==> src/rtl/vdump_pkg.sv <==
package vdump_pkg;

  typedef enum logic [2:0] {
    ST_IDLE,
    ST_FETCH,
    ST_LOAD,
    ST_XFER,
    ST_PLOAD,
    ST_PXFER,
    ST_VERIFY
  } vdump_state_e;

endpackage

==> src/rtl/vdump_addr_seq.sv <==
module vdump_addr_seq #(
  parameter int ADDR_W   = 11,
  parameter int GROUP    = 8,
  parameter int WIN_SIZE = 1024
) (
  input  logic              clk,
  input  logic              rst,
  input  logic              clr,
  input  logic              inc,
  input  logic              rewind,
  output logic [ADDR_W-1:0] addr,
  output logic              grp_end,
  output logic              win_end
);

  localparam int GRP_W = $clog2(GROUP);
  localparam logic [ADDR_W-1:0] STEP_BACK = ADDR_W'(GROUP);

  always_ff @(posedge clk) begin
    if (rst || clr) begin
      addr <= '0;
    end else if (rewind) begin
      addr <= addr - STEP_BACK;
    end else if (inc) begin
      addr <= addr + 1'b1;
    end
  end

  assign grp_end = (addr[GRP_W-1:0] == '0);

  generate
    if (WIN_SIZE >= (1 << ADDR_W)) begin : g_wrap_only
      // Window fills the pointer range: completion is the roll-over to zero.
      assign win_end = (addr == '0);
    end else begin : g_sized
      localparam logic [ADDR_W-1:0] SIZE_T = ADDR_W'(WIN_SIZE);
      assign win_end = (addr == SIZE_T) || (addr == '0);
    end
  endgenerate

endmodule

==> src/rtl/vdump_parity.sv <==
module vdump_parity #(
  parameter int DATA_W = 8
) (
  input  logic              clk,
  input  logic              rst,
  input  logic              clr,
  input  logic              acc,
  input  logic [DATA_W-1:0] din,
  output logic [DATA_W-1:0] par
);

  always_ff @(posedge clk) begin
    if (rst || clr) begin
      par <= '0;
    end else if (acc) begin
      par <= par ^ din;
    end
  end

endmodule

==> src/rtl/vdump_ctrl.sv <==
module vdump_ctrl
  import vdump_pkg::*;
(
  input  logic         clk,
  input  logic         rst,
  input  logic         start,
  input  logic         rx_dv,
  input  logic         rx_is_err,
  input  logic         grp_end,
  input  logic         win_end,
  output vdump_state_e state,
  output logic         cnt_clr,
  output logic         cnt_inc,
  output logic         cnt_rewind,
  output logic         par_clr,
  output logic         par_acc,
  output logic         load_data,
  output logic         load_par,
  output logic         finish
);

  vdump_state_e nxt;

  always_ff @(posedge clk) begin
    if (rst) begin
      state <= ST_IDLE;
    end else begin
      state <= nxt;
    end
  end

  always_comb begin
    nxt        = state;
    cnt_clr    = 1'b0;
    cnt_inc    = 1'b0;
    cnt_rewind = 1'b0;
    par_clr    = 1'b0;
    par_acc    = 1'b0;
    load_data  = 1'b0;
    load_par   = 1'b0;
    finish     = 1'b0;
    case (state)
      ST_IDLE: begin
        if (start) begin
          cnt_clr = 1'b1;
          par_clr = 1'b1;
          nxt     = ST_FETCH;
        end
      end
      ST_FETCH: nxt = ST_LOAD;
      ST_LOAD: begin
        load_data = 1'b1;
        par_acc   = 1'b1;
        cnt_inc   = 1'b1;
        nxt       = ST_XFER;
      end
      ST_XFER: begin
        if (rx_dv) nxt = grp_end ? ST_PLOAD : ST_FETCH;
      end
      ST_PLOAD: begin
        load_par = 1'b1;
        nxt      = ST_PXFER;
      end
      ST_PXFER: begin
        if (rx_dv) nxt = ST_VERIFY;
      end
      ST_VERIFY: begin
        if (rx_dv == 1'b1) begin
          par_clr = 1'b1;
          if (rx_is_err) begin
            cnt_rewind = 1'b1;
            nxt        = ST_FETCH;
          end else if (win_end) begin
            finish = 1'b1;
            nxt    = ST_IDLE;
          end else begin
            nxt = ST_FETCH;
          end
        end
      end
      default: nxt = ST_IDLE;
    endcase
  end

endmodule

==> src/rtl/vram_spi_dump.sv <==
module vram_spi_dump
  import vdump_pkg::*;
#(
  parameter int              MEM_AW    = 16,
  parameter logic [MEM_AW-1:0] WIN_START = 16'h0400,
  parameter logic [MEM_AW-1:0] WIN_END   = 16'h07FF,
  parameter int              ADDR_W    = 11,
  parameter int              GROUP     = 8,
  parameter int              DATA_W    = 8,
  parameter logic [DATA_W-1:0] ERR_CODE  = 8'h22
) (
  input  logic              clk,
  input  logic              rst,
  input  logic              start,
  output logic              busy,
  output logic              done,
  output logic              mem_rd_en,
  output logic [MEM_AW-1:0] mem_addr,
  input  logic [DATA_W-1:0] mem_rd_data,
  output logic [DATA_W-1:0] tx_byte,
  output logic              tx_dv,
  input  logic [DATA_W-1:0] rx_byte,
  input  logic              rx_dv
);

  localparam int WIN_SIZE = int'(WIN_END) - int'(WIN_START) + 1;

  vdump_state_e      state;
  logic              cnt_clr, cnt_inc, cnt_rewind;
  logic              par_clr, par_acc, load_data, load_par, finish;
  logic              grp_end, win_end, rx_is_err, in_verify;
  logic [ADDR_W-1:0] rd_addr;
  logic [DATA_W-1:0] par;
  logic [DATA_W-1:0] tx_byte_q;
  logic              tx_dv_q, done_q;

  assign rx_is_err = (rx_byte == ERR_CODE);

  vdump_ctrl u_ctrl (
    .clk        (clk),
    .rst        (rst),
    .start      (start),
    .rx_dv      (rx_dv),
    .rx_is_err  (rx_is_err),
    .grp_end    (grp_end),
    .win_end    (win_end),
    .state      (state),
    .cnt_clr    (cnt_clr),
    .cnt_inc    (cnt_inc),
    .cnt_rewind (cnt_rewind),
    .par_clr    (par_clr),
    .par_acc    (par_acc),
    .load_data  (load_data),
    .load_par   (load_par),
    .finish     (finish)
  );

  vdump_addr_seq #(
    .ADDR_W   (ADDR_W),
    .GROUP    (GROUP),
    .WIN_SIZE (WIN_SIZE)
  ) u_addr (
    .clk     (clk),
    .rst     (rst),
    .clr     (cnt_clr),
    .inc     (cnt_inc),
    .rewind  (cnt_rewind),
    .addr    (rd_addr),
    .grp_end (grp_end),
    .win_end (win_end)
  );

  vdump_parity #(
    .DATA_W (DATA_W)
  ) u_par (
    .clk (clk),
    .rst (rst),
    .clr (par_clr),
    .acc (par_acc),
    .din (mem_rd_data),
    .par (par)
  );

  always_ff @(posedge clk) begin
    if (rst) begin
      tx_byte_q <= '0;
      tx_dv_q   <= 1'b0;
      done_q    <= 1'b0;
    end else begin
      if (load_data) begin
        tx_byte_q <= mem_rd_data;
      end else if (load_par) begin
        tx_byte_q <= par;
      end
      tx_dv_q <= load_data | load_par;
      done_q  <= finish;
    end
  end

  assign in_verify = (state == ST_VERIFY);
  assign busy      = (state != ST_IDLE);
  assign mem_rd_en = (state == ST_FETCH);
  assign mem_addr  = WIN_START + MEM_AW'(rd_addr);
  assign tx_byte   = tx_byte_q;
  assign tx_dv     = tx_dv_q;
  assign done      = done_q;

endmodule

==> config.mk <==
export PLATFORM = sky130hd
export DESIGN_NAME = vram_spi_dump
export DESIGN_NICKNAME = d
export VERILOG_FILES = /design/src/rtl/vdump_pkg.sv /design/src/rtl/vdump_addr_seq.sv /design/src/rtl/vdump_parity.sv /design/src/rtl/vdump_ctrl.sv /design/src/rtl/vram_spi_dump.sv
export SDC_FILE = /design/constraint.sdc
export NUM_CORES = 1
export LEC_CHECK = 0
export CORE_MARGIN = 4
export CORE_UTILIZATION = 49
export CTS_BUF_LIST = sky130_fd_sc_hd__clkbuf_8
export CTS_CLUSTER_SIZE = 14
export DETAILED_ROUTE_END_ITERATION = 10
export PLACE_DENSITY_LB_ADDON = 0.3
export SETUP_SLACK_MARGIN = 0.2
export SKIP_LAST_GASP = 1
export SLEW_MARGIN = 20
export SYNTH_ARGS = -nofsm -noshare
export SYNTH_HDL_FRONTEND = slang
export SYNTH_SLANG_ARGS = --single-unit
==> constraint.sdc <==
create_clock -name clk -period 1.8 [get_ports clk]
set_input_delay 0.27 -clock clk [delete_from_list [all_inputs] [get_ports clk]]
set_output_delay 0.27 -clock clk [all_outputs]
set_load 0.05 [all_outputs]
### Word-level counts from Yosys, hierarchy flattened

Index checks and enable logic that the tools add are counted.

| word-level totals | value |
|---|---|
| logic and storage cells | 58 |
| register bits after elaboration | 32 |
| output and inout port bits | 28 |

| cells by class | value |
|---|---|
| multiplexer cells | 22 |
| reduce and logical (&&, ||, !) cells | 11 |
| add/sub/neg operators | 3 |
| bitwise gates (word level) | 4 |
| eq/ne operators | 12 |

Operator list:

| operator | count |
|---|---|
| 11-bit two-way mux | 2 |
| 3-bit one-hot mux with 7 select lines | 1 |
| 3-bit two-way mux | 6 |
| 8-bit two-way mux | 2 |
| 11-bit by 11-bit adder with 12-bit output, first input constant | 1 |
| 11-bit by 1-bit adder with 11-bit output, second input constant | 1 |
| 11-bit == test, second input constant | 1 |
| 11-bit zero test | 1 |
| 11-bit by 4-bit subtractor with 11-bit output, second input constant | 1 |
| 1-bit two-way mux | 10 |
| 3-bit == test, second input constant | 3 |
| 8-bit by 6-bit == test with 1-bit output, second input constant | 1 |
| 2-bit inequality test, second input constant | 4 |
| 8-bit XOR | 1 |
| 3-bit by 2-bit == test with 1-bit output, second input constant | 2 |
| 3-bit zero test | 2 |
| 4-bit AND reduction | 1 |
| 2-bit nonzero test | 2 |
| 4-bit OR reduction | 1 |
| 3-bit by 1-bit == test with 1-bit output, second input constant | 1 |
| 1-bit logical OR | 3 |
| 3-bit nonzero test | 1 |
| 1-bit inverter | 2 |
| 1-bit one-hot mux with 2 select lines | 1 |
| 1-bit OR | 1 |

### Depth between registers and ports, before layout

| logic depth | value |
|---|---|
| depth in word-level cells | 6 |
| depth in mapped cells | 6 |

### Hierarchy

A second synthesis with hierarchy kept.

| second synthesis, totals | value |
|---|---|
| cell total of the unflattened synthesis | 204 |
| area, all modules | 1820.5 um^2 |

Modules (own cells, without submodules):

| module | sequential area each (um^2) | cells each | area each (um^2) | instances |
|---|---|---|---|---|
| vdump_addr_seq | 220.2 | 76 | 651.9 | 1 |
| vram_spi_dump | 200.2 | 52 | 501.7 | 1 |
| vdump_parity | 160.2 | 36 | 385.4 | 1 |
| vdump_ctrl | 60.1 | 40 | 281.5 | 1 |

### Worst setup path after synthesis

Ideal clock, no wire load.

| timing path | value |
|---|---|
| path type | register to output |
| from | register u_ctrl.state[0] |
| to | output mem_rd_en |
| arrival | 1793 ps |
| path buffers | 1 |
| stages on the path, launching flop included | 3 |
| setup slack | -263 ps |
| cells stage by stage | dfxtp_1 -> clkbuf_1 -> nor3b_1 |

| between the ends | value |
|---|---|
| word-level cells in the longest chain between the ends | 1 |

RTL lines:

| item | line | RTL |
|---|---|---|
| from (decl) | vdump_ctrl.sv:11 | `output vdump_state_e state,` |
| from (signal assigned) | vdump_ctrl.sv:28 | `state <= nxt;` |
| 3-bit by 1-bit == test with 1-bit output | vram_spi_dump.sv:102 | `assign mem_rd_en = (state == ST_FETCH);` |
| to (decl) | vram_spi_dump.sv:17 | `output logic mem_rd_en,` |

Every way passes these cells.

### Final worst setup path

| timing path | value |
|---|---|
| from | register u_ctrl.state[0] |
| to | output busy |

| between the ends | value |
|---|---|
| word-level cells in the longest chain between the ends | 1 |

RTL lines:

| item | line | RTL |
|---|---|---|
| 3-bit nonzero test | vram_spi_dump.sv:101 | `assign busy = (state != ST_IDLE);` |
| to (decl) | vram_spi_dump.sv:15 | `output logic busy,` |

Every way passes these cells.

==> results_dict.tcl <==
set metrics [dict create \
    netlist_area_um2 1640 \
    crit_start "u_ctrl.state[0]" \
    r2r-end "u_addr.addr[6]" \
    grt_pass1_vias 1498 \
    end_kind "primary output" \
    synth_adder_area_share_pct 3.05 \
    holdCritStartpoint "u_addr.addr[9]" \
    whs_path_depth 2 \
    worst_slack_ns 0.216 \
    synth_simple_gate_area_share_pct 31.0 \
    gp_congestion 0.834 \
    cts_hold_buf 0 \
    hpwlAfterDp_um 3030 \
    crit_type "flip-flop to primary output" \
    min_to "u_addr.addr[9]" \
    ys_top_cells_by_area "dfxtp_1 (39%), nand2_1 (8.2%), nor2_1 (5.0%), xor2_1 (4.8%), a311oi_1 (4.3%)" \
    area_growth_pct 44.1 \
    status "completed" \
    slew_violations 0 \
    synth_top_area_cell "dfxtp_1" \
    instances_no_fill 304 \
    drive_above_1_share_pct 24.2 \
    io_pins 48 \
    vdd_drop_max_mv 0.684 \
    grt_max_degree 17 \
    die_w_um 65.9 \
    ys_async_sr_fraction_pct 0 \
    ys_ff_latch 32 \
    synth_warnings 0 \
    synthMuxAreaShare_pct 3.66 \
    finalNetCount 283 \
    dieArea_um2 4340 \
    hold_path.class "flip-flop to flip-flop" \
    final_cell_mix "nand2_1 (35), buf_4 (27), dfxtp_1 (25)" \
    grt_pass1_wl_um 6730 \
    synth_top_area_share_pct 39.1 \
    path_max_fanout 12 \
    final_common_cell "nand2_1" \
    required_ns 1.53 \
    cts.sinks 32 \
    drt_iter0_drc 106 \
    dpl_worst_slack_ns -0.235 \
    core_um2 3130 \
    dp_cells 292 \
    ys_seq_area_share_pct 39.1 \
    clk_latency_ns 0.28 \
    cts_max_level 2 \
    vias 1627 \
    cellPowerDensity_nw_per_um2 799 \
    path_clk_slew_ns 0.06 \
    post-route-min-period_ns 1.58 \
    worstReg2RegStart "u_ctrl.state[1]" \
    fmax_mhz 632 \
    cap_violations 0 \
    rrSetupSlack_ns 0.25 \
    grt_usage_pct 20.2 \
    fin_crit_sh_pct 88.0 \
    syn_area_per_cell_um2 8.16 \
    arrival_ns 1.31 \
    yosysUniqueCellTypes 40 \
    p_leak_nw 0.965 \
    first_pass_iters 4 \
    hold_violations 0 \
    finalSetupViolCount 0 \
    synth_top_family_by_area "simple AND/OR/NAND/NOR gates" \
    ff2ff_path_depth 6 \
    synth_flop_cell "dfxtp_1" \
    io_buffers 43 \
    wl_um 4290 \
    routedWlPerCell_um 14.1 \
    synth_edf_count 0 \
    gr-total-overflow 0 \
    antenna_cells 0 \
    antenna_found_initial 0 \
    synth_xor_area_share_pct 5.34 \
    numCtsBuffers 5 \
    syn_inst 201 \
    start_util_pct 52.4 \
    die_y_um 65.9 \
    setup.worst_path.start_class "flip-flop" \
    synth_compound_area_share_pct 11.2 \
    row_count 20 \
    fillCellCount 231 \
    vias_per_cell 5.35 \
    postRouteAntennaNets 0 \
    rsz0062_at_grt "true" \
    cts_max_path_buffers 2 \
    cts_root_buffer "clkbuf_8" \
    cts_tree "done" \
    clock_skew_ns 0.00362 \
    drc_errors 0 \
]
-- registers in the layout, summed over array words and instances, names as in the netlist --
name          count
done              1
u_ctrl.state      3
tx_byte           8
u_addr.addr      11
u_par.par         8
tx_dv             1
-- worst max path at each step --
stage / slack (ns) / depth (start not counted) / endpoint
global placement: -0.21 / 5 / u_addr.addr[4]
floorplan: 0.21 / 4 / u_addr.addr[4]
global route: 0.18 / 5 / u_addr.addr[5]
finish: 0.22 / 3 / busy
detailed placement: -0.24 / 5 / u_addr.addr[4]
CTS: 0.21 / 3 / busy
-- cell usage after synthesis (4+ instances only) --
| cell type | count |
|---|---|
| nand2_1 | 36 |
| xor2_1 | 9 |
| buf_4 | 4 |
| mux2i_1 | 6 |
| nor3_1 | 9 |
| clkbuf_1 | 6 |
| or3_1 | 7 |
| inv_1 | 7 |
| nor2_1 | 22 |
| a21oi_1 | 7 |
| nand3_1 | 4 |
| dfxtp_1 | 32 |
| a311oi_1 | 8 |
| ha_1 | 4 |
-- critical path, stage by stage, from the launching register on --
cell and delay, ns:
dfxtp_2 0.34, buf_6 0.14, or3_4 0.39, buf_8 0.16
-- stage by stage --
step | utilization [%] | TNS [ns] | power [mW] | hold WS [ns] | instance area (um^2)
6_report | 75.6 | 0 | 1.89 | 0.477 | 2360
2_1_floorplan | - | 0 | 1.06 | 0.468 | 1670
5_1_grt | 75.6 | 0 | 1.96 | 0.518 | 2360
4_1_cts | 73.2 | 0 | 1.87 | 0.483 | 2290
3_3_place_gp | 69.3 | -1.16 | 1.22 | 0.463 | 2170
3_5_place_dp | 69.3 | -1.36 | 1.22 | 0.473 | 2170
-- layer usage --
layer	GRT usage, %	routed length [um]
met4	6.48	41
met3	5.78	193
met2	32.0	2150
met5	0	0
met1	26.3	1910
-- layout make-up --
type	instances	area [um^2]	share of cell area [%]
clock buffers	5	68.8	2.91
clock inverters	3	38.8	1.64
inverters	7	26.3	1.11
multi-input cells	151	968	41.0
flip-flops and latches	32	654	27.7
well taps	44	55.1	2.33
repair buffers	62	552	23.3
-- cells by family (layout without fill, tap and decap cells) --
logic type / Yosys count / count (layout)
compound gates: 26 / 26
xor+xnor: 10 / 10
fa+ha+maj: 4 / 4
buf+inv: 21 / 77
flops: 32 / 32
mux: 6 / 6
other cells: 1 / 4
simple gates: 101 / 101
-- timing repair --
action | in CTS | in global routing
buffers inserted | 2 | 2
pin swaps | 5 | 5
setup endpoints to repair | 21 | 18
gates cloned | 0 | 0
gates resized for setup | 26 | 16
-- power breakdown --
part / switching, mW / internal (mW)
Combinational: 0.276 / 0.181
Sequential: 0.0229 / 0.744
Clock: 0.260 / 0.405
Total: 0.559 / 1.33
Note: power is estimated with default switching activity, not from simulation.
